--- config.mk ---
export PLATFORM = sky130hd
export DESIGN_NAME = capture_cond_eval
export DESIGN_NICKNAME = d
export VERILOG_FILES = /design/src/rtl/cce_pkg.sv /design/src/rtl/cce_slot_cmp.sv /design/src/rtl/cce_ctrl.sv /design/src/rtl/cce_datapath.sv /design/src/rtl/capture_cond_eval.sv
export SDC_FILE = /design/constraint.sdc
export NUM_CORES = 1
export LEC_CHECK = 0
export ABC_AREA = 1
export CORE_UTILIZATION = 52
export DETAILED_ROUTE_END_ITERATION = 10
export GPL_TIMING_DRIVEN = 0
export PLACE_DENSITY = 0.73
export SLEW_MARGIN = 10
export SYNTH_ARGS = -nofsm -noshare
export SYNTH_HDL_FRONTEND = slang
export SYNTH_SLANG_ARGS = --single-unit
--- constraint.sdc ---
create_clock -name clk -period 2.1 [get_ports clk]
set_clock_uncertainty 0.2 [all_clocks]
set_input_delay 0.63 -clock clk [delete_from_list [all_inputs] [get_ports clk]]
set_output_delay 0.63 -clock clk [all_outputs]
set_load 0.05 [all_outputs]
--- src/rtl/cce_pkg.sv ---
package cce_pkg;
  localparam int FIELDS_PER_SLOT = 4;
  localparam logic [1:0] FIELD_CTRL  = 2'd0;
  localparam logic [1:0] FIELD_VALUE = 2'd1;
  localparam logic [1:0] FIELD_MASK  = 2'd2;

  localparam logic [2:0] OP_EQ = 3'd0;
  localparam logic [2:0] OP_NE = 3'd1;
  localparam logic [2:0] OP_GT = 3'd2;
  localparam logic [2:0] OP_GE = 3'd3;
  localparam logic [2:0] OP_LT = 3'd4;
  localparam logic [2:0] OP_LE = 3'd5;

  typedef enum logic [1:0] {
    EDGE_LEVEL = 2'd0,
    EDGE_RISE  = 2'd1,
    EDGE_FALL  = 2'd2,
    EDGE_ANY   = 2'd3
  } edgeModeE;

  typedef struct packed {
    logic     enable;
    logic [2:0] op;
    edgeModeE edgeMode;
  } slotCfgT;

  typedef struct packed {
    logic combineOr;
    logic anyEnabled;
  } ctrlStrobeT;
endpackage

--- src/rtl/cce_slot_cmp.sv ---
module cce_slot_cmp
  import cce_pkg::*;
#(
  parameter int PROBE_W = 8
) (
  input  logic [PROBE_W-1:0] probe,
  input  logic               prevBit,
  input  slotCfgT            cfg,
  input  logic [PROBE_W-1:0] cmpValue,
  input  logic [PROBE_W-1:0] careMask,
  output logic               hit
);
  logic [PROBE_W-1:0] aMasked;
  logic [PROBE_W-1:0] bMasked;
  logic relHit;
  logic curBit;

  always_comb begin
    aMasked = probe & careMask;
    bMasked = cmpValue & careMask;
    case (cfg.op)
      OP_EQ:   relHit = (aMasked == bMasked);
      OP_NE:   relHit = (aMasked != bMasked);
      OP_GT:   relHit = (aMasked >  bMasked);
      OP_GE:   relHit = (aMasked >= bMasked);
      OP_LT:   relHit = (aMasked <  bMasked);
      OP_LE:   relHit = (aMasked <= bMasked);
      default: relHit = 1'b0;
    endcase
  end

  assign curBit = probe[0];

  always_comb begin
    case (cfg.edgeMode)
      EDGE_LEVEL: hit = relHit;
      EDGE_RISE:  hit = curBit & ~prevBit;
      EDGE_FALL:  hit = ~curBit & prevBit;
      default:    hit = curBit ^ prevBit;
    endcase
  end
endmodule

--- src/rtl/cce_ctrl.sv ---
module cce_ctrl
  import cce_pkg::*;
#(
  parameter int NUM_SLOTS = 4,
  parameter int PROBE_W   = 8,
  parameter int ADDR_W    = 5,
  parameter int CFG_W     = 8
) (
  input  logic                              clk,
  input  logic                              rstN,
  input  logic                              cfgWrEn,
  input  logic [ADDR_W-1:0]                 cfgAddr,
  input  logic [CFG_W-1:0]                  cfgWrData,
  output slotCfgT [NUM_SLOTS-1:0]           slotCfg,
  output logic [NUM_SLOTS-1:0][PROBE_W-1:0] cmpValue,
  output logic [NUM_SLOTS-1:0][PROBE_W-1:0] careMask,
  output ctrlStrobeT                        strobes
);
  localparam int SLOT_IDX_W = ADDR_W - 2;
  localparam logic [ADDR_W-1:0] GLOBAL_ADDR = ADDR_W'(NUM_SLOTS * FIELDS_PER_SLOT);

  logic [1:0]            fieldSel;
  logic [SLOT_IDX_W-1:0] slotIdx;
  logic                  combineOrQ;
  logic [NUM_SLOTS-1:0]  enBits;

  assign fieldSel = cfgAddr[1:0];
  assign slotIdx  = cfgAddr[ADDR_W-1:2];

  for (genvar s = 0; s < NUM_SLOTS; s++) begin : g_slotRegs
    logic slotWr;
    assign slotWr = cfgWrEn && (slotIdx == SLOT_IDX_W'(s));
    assign enBits[s] = slotCfg[s].enable;

    always_ff @(posedge clk or negedge rstN) begin
      if (!rstN) begin
        slotCfg[s]  <= '0;
        cmpValue[s] <= '0;
        careMask[s] <= '1;
      end else if (slotWr) begin
        case (fieldSel)
          FIELD_CTRL: begin
            slotCfg[s].enable   <= cfgWrData[0];
            slotCfg[s].op       <= cfgWrData[3:1];
            slotCfg[s].edgeMode <= edgeModeE'(cfgWrData[5:4]);
          end
          FIELD_VALUE: cmpValue[s] <= cfgWrData[PROBE_W-1:0];
          FIELD_MASK:  careMask[s] <= cfgWrData[PROBE_W-1:0];
          default: ;
        endcase
      end
    end
  end

  always_ff @(posedge clk or negedge rstN) begin
    if (!rstN) combineOrQ <= 1'b0;
    else if (cfgWrEn && cfgAddr == GLOBAL_ADDR) combineOrQ <= cfgWrData[0];
  end

  assign strobes.combineOr  = combineOrQ;
  assign strobes.anyEnabled = |enBits;

  logic addrMapped;
  assign addrMapped = (cfgAddr < GLOBAL_ADDR && fieldSel != 2'd3) || (cfgAddr == GLOBAL_ADDR);


  global_write_chk: assert property (@(posedge clk) disable iff (!rstN)
    (cfgWrEn && cfgAddr == GLOBAL_ADDR) |=> (strobes.combineOr == $past(cfgWrData[0])));


  unmapped_write_chk: assert property (@(posedge clk) disable iff (!rstN)
    (cfgWrEn && !addrMapped) |=> $stable({slotCfg, cmpValue, careMask, strobes}));
endmodule

--- src/rtl/cce_datapath.sv ---
module cce_datapath
  import cce_pkg::*;
#(
  parameter int NUM_SLOTS = 4,
  parameter int PROBE_W   = 8
) (
  input  logic                              clk,
  input  logic                              rstN,
  input  logic [NUM_SLOTS*PROBE_W-1:0]      probes,
  input  slotCfgT [NUM_SLOTS-1:0]           slotCfg,
  input  logic [NUM_SLOTS-1:0][PROBE_W-1:0] cmpValue,
  input  logic [NUM_SLOTS-1:0][PROBE_W-1:0] careMask,
  input  ctrlStrobeT                        strobes,
  output logic                              matchQ
);
  logic [NUM_SLOTS-1:0] prevBit;
  logic [NUM_SLOTS-1:0] slotHit;
  logic [NUM_SLOTS-1:0] enMask;
  logic andHit;
  logic orHit;
  logic matchNext;

  for (genvar s = 0; s < NUM_SLOTS; s++) begin : g_slot
    logic [PROBE_W-1:0] probeSlice;
    assign probeSlice = probes[s*PROBE_W +: PROBE_W];
    assign enMask[s]  = slotCfg[s].enable;

    always_ff @(posedge clk or negedge rstN) begin
      if (!rstN) prevBit[s] <= 1'b0;
      else       prevBit[s] <= probeSlice[0];
    end

    cce_slot_cmp #(.PROBE_W(PROBE_W)) i_cmp (
      .probe    (probeSlice),
      .prevBit  (prevBit[s]),
      .cfg      (slotCfg[s]),
      .cmpValue (cmpValue[s]),
      .careMask (careMask[s]),
      .hit      (slotHit[s])
    );
  end

  assign andHit    = &(slotHit | ~enMask);
  assign orHit     = |(slotHit & enMask);
  assign matchNext = strobes.anyEnabled && (strobes.combineOr ? orHit : andHit);

  always_ff @(posedge clk or negedge rstN) begin
    if (!rstN) matchQ <= 1'b0;
    else       matchQ <= matchNext;
  end


  idle_no_match_chk: assert property (@(posedge clk) disable iff (!rstN)
    !strobes.anyEnabled |=> !matchQ);


  and_miss_chk: assert property (@(posedge clk) disable iff (!rstN)
    (!strobes.combineOr && |(enMask & ~slotHit)) |=> !matchQ);


  or_hit_chk: assert property (@(posedge clk) disable iff (!rstN)
    (strobes.combineOr && |(enMask & slotHit)) |=> matchQ);
endmodule

--- src/rtl/capture_cond_eval.sv ---
module capture_cond_eval
  import cce_pkg::*;
#(
  parameter int NUM_SLOTS = 4,
  parameter int PROBE_W   = 8,
  localparam int ADDR_W   = $clog2(NUM_SLOTS * FIELDS_PER_SLOT + 1),
  localparam int CFG_W    = (PROBE_W > 6) ? PROBE_W : 6
) (
  input  logic                         clk,
  input  logic                         rstN,
  input  logic                         cfgWrEn,
  input  logic [ADDR_W-1:0]            cfgAddr,
  input  logic [CFG_W-1:0]             cfgWrData,
  input  logic [NUM_SLOTS*PROBE_W-1:0] probes,
  output logic                         match
);
  slotCfgT [NUM_SLOTS-1:0]           slotCfg;
  logic [NUM_SLOTS-1:0][PROBE_W-1:0] cmpValue;
  logic [NUM_SLOTS-1:0][PROBE_W-1:0] careMask;
  ctrlStrobeT                        strobes;

  cce_ctrl #(
    .NUM_SLOTS(NUM_SLOTS), .PROBE_W(PROBE_W), .ADDR_W(ADDR_W), .CFG_W(CFG_W)
  ) i_ctrl (
    .clk       (clk),
    .rstN      (rstN),
    .cfgWrEn   (cfgWrEn),
    .cfgAddr   (cfgAddr),
    .cfgWrData (cfgWrData),
    .slotCfg   (slotCfg),
    .cmpValue  (cmpValue),
    .careMask  (careMask),
    .strobes   (strobes)
  );

  cce_datapath #(
    .NUM_SLOTS(NUM_SLOTS), .PROBE_W(PROBE_W)
  ) i_datapath (
    .clk      (clk),
    .rstN     (rstN),
    .probes   (probes),
    .slotCfg  (slotCfg),
    .cmpValue (cmpValue),
    .careMask (careMask),
    .strobes  (strobes),
    .matchQ   (match)
  );
endmodule

==> flow_summary.yaml <==
worst_setup_path:
  worst-path-max-fanout: 3
  critical_path_required_ns: 2.15
  critPathKind: "reg2reg"
  regToRegEndpoint: "i_datapath.matchQ"
  startpoint_type: "register"
  register_to_register_setup_slack_ns: -0.26
  arrival_ns: 2.41
  ff2ff_path_depth: 18
  worstSetupEndpointType: "register"
  critical_path.reg2reg.startpoint: "i_ctrl.careMask[9]"
clocking:
  tritoncts_num_sinks: 94
  htree_num_levels: 3
  clk_pin_slew_worst_paths_ns: 0.10
  clkLatencyLatePin_ns: 0.36
  cts-root-buf: "clkbuf_8"
  cts_tree: "built"
  cts_buffers: 9
  cts.path.max_buffers: 2
sta:
  period_minus_slack_ns: 2.36
  drv_slew: 0
  setup_repair_after_global_routing_missed_its_margin: "yes"
  setup_slack_ns: -0.263
  min_period_over_period_pct: 113
  worst-slew-pin-transition_ns: 0.815
  setup_viol: 1
  timing.fmax_ghz: 0.423
  finalHoldWorstSlack_ns: 0.00432
  timing.final.hold_violations: 0
  max_slew_margin_pct: 45.7
placement:
  place_area_mm2: 0.00607
  numPortBuffers: 48
  dpl.hpwl_um: 8720
  placed_cells: 863
  gp_congestion: 0.785
synth:
  synth.distinct_cells: 20
  ys_seq_elements: 94
  seq_area_frac_synth_pct: 45.7
  mappedNetlistNets: 769
  syn-cell-area_mm2: 0.00523
  synth_cells: 681
  yosysWarnings: 0
  avgSynthCellArea_um2: 7.68
cells_and_area:
  area.growth.synth_to_final_pct: 27.4
  instances_no_fill: 876
  fillCellCount: 832
  net_count_reported_at_finish: 826
  postLayoutCellArea_mm2: 0.00667
  number_of_diodes: 0
  layout-drive-gt1-share_pct: 25.4
grt:
  global_route.usage.total_pct: 25.2
  globalRoute.totalOverflow: 0
  antenna_found_initial: 0
  first_global_vias: 4237
  wire_length_of_the_first_global_routing_pass_um: 19900
  grt_max_degree: 63
drt:
  avgViaCountPerCell: 5.08
  final_antenna_net_count: 0
  detail_route.wirelength_um: 12200
  drt_iter0_markers: 245
  remaining_drc_errors: 0
  number_of_detailed_route_iterations_in_the_first_pass: 5
  vias: 4446
  detail_route.wl_per_cell_um: 13.9
pwr:
  power.density_mw_per_mm2: 856
  vdd.ir_drop.worst_mv: 0.456
  power.static_leakage_nw: 3.25
floorplanning:
  die_x_um: 102
  core-area_mm2: 0.00977
  floorplan.die.height_um: 102
  io-pin-count: 49
  effective_utilization_at_floorplan_pct: 53.5
  placement_rows: 36
  die_area_mm2: 0.0105
status:
  outcome: "finished, violations left"
  failed_checks: "negative setup slack"
job:
  max-cap-violations: 0
hold_path:
  holdCritPathClass: "in2async"
## cells in the final DEF, fill, tap and decap left out, drive strengths merged, types with 4 or more instances in the layout
master,instances
o21ai,94
dfstp,32
a21oi,12
ha,40
nand2,276
nand3,17
inv,86
nor2,29
o21a,4
clkdlybuf4s50,12
xnor2,4
clkbuf,21
dfrtp,62
nor3,6
buf,8
dlygate4sd2,33
## power by group
group / internal, W / switching [W]
registers: 0.00223 / 0.000278
logic: 0.000852 / 0.00112
clock network: 0.000586 / 0.000638
## logic make-up after synthesis
family / after synthesis / share of synthesized area, %
flip-flops: 94 / 45.7
XOR/XNOR: 4 / 0.670
buffers and inverters: 103 / 7.39
AO/OA/AOI/OAI: 111 / 10.9
adder cells (fa/ha/maj): 40 / 9.57
AND/OR/NAND/NOR: 329 / 25.8
## flip-flops by register name, indices dropped and copies added, names as in the netlist
signal and cells:
i_ctrl.slotCfg 24, i_ctrl.cmpValue 32, i_ctrl.combineOrQ 1, i_ctrl.careMask 32
i_datapath.prevBit 4, i_datapath.matchQ 1
## layer usage
layer / vias to the layer above / share of wire [%] / GRT usage (%)
met5: - / 0 / 0
met4: 0 / 1.4 / 10.1
met3: 13 / 4.8 / 2.80
met2: 89 / 50 / 42.3
met1: 2101 / 43 / 33.3
li1: 2243 / - / -
## layout make-up
| class | count | area [um2] | share of cell area (%) |
|---|---|---|---|
| clock inverters | 5 | 58.8 | 0.882 |
| repair buffers | 54 | 497 | 7.45 |
| flip-flops and latches | 94 | 2390 | 35.9 |
| inverters | 85 | 319 | 4.79 |
| well taps | 133 | 166 | 2.50 |
| multi-input cells | 484 | 3050 | 45.7 |
| clock buffers | 11 | 141 | 2.12 |
| plain buffers | 10 | 45.0 | 0.676 |
## Yosys cell counts, drive strengths merged
| cell type | count | share of area [%] |
|---|---|---|
| a21oi | 12 | 1.1 |
| clkbuf | 18 | 1.3 |
| dfrtp | 62 | 30 |
| dfstp | 32 | 16 |
| ha | 40 | 9.6 |
| inv | 85 | 6.1 |
| nand2 | 276 | 20 |
| nand3 | 17 | 1.6 |
| nor2 | 29 | 3.1 |
| nor3 | 6 | 0.57 |
| nor4 | 1 | 0.12 |
| o21a | 4 | 0.57 |
| o21ai | 94 | 9.0 |
| o21bai | 1 | 0.14 |
| xnor2 | 4 | 0.67 |
## worst max-delay path by stage
stage | slack [ns] | cells after the start | endpoint | startpoint
finish | -0.26 | 18 | i_datapath.matchQ | i_ctrl.careMask[9]
global route | -0.43 | 18 | i_datapath.matchQ | i_ctrl.careMask[9]
CTS | -0.26 | 19 | i_datapath.matchQ | i_ctrl.careMask[15]
detailed placement | -0.89 | 18 | i_datapath.matchQ | probes[0]
global placement | -3.12 | 1 | i_ctrl.cmpValue[5] | rstN
floorplan | -0.14 | 18 | i_datapath.matchQ | probes[5]
## timing repair
item,4_1_cts,5_1_grt
hold buffers,0,0
setup endpoints to repair,67,73
buffers inserted,2,3
resized for setup,108,39
cloned,0,0
pin swaps,88,16
## per-stage QoR
stage          utilization [%]  TNS [ns]  worst slack [ns]  total power [W]
3_3_place_gp              61.9   -294.65             -3.12          0.00410
4_1_cts                   67.0    -0.262            -0.262          0.00560
6_report                  68.2    -0.263            -0.263          0.00570
2_1_floorplan                -    -0.142            -0.142          0.00371
3_5_place_dp              62.1    -40.77            -0.885          0.00420
5_1_grt                   68.2     -1.24            -0.429          0.00611
## critical path: stages (launching register included)
cell and delay, ns:
dfstp_2 0.56, nand2_2 0.06, ha_4 0.29, inv_2 0.03, o21bai_1 0.16, nand2_1 0.09, nand2_2 0.08, nand2_1 0.06
nand2_1 0.06, nand2_1 0.05, nand2_1 0.06, nand2_1 0.06, nand2_1 0.08, nand2_2 0.06, buf_4 0.13, nand3_2 0.06
nand3_1 0.08, nand2_1 0.06, nor2_1 0.03
(Power assumes the default switching activity.)
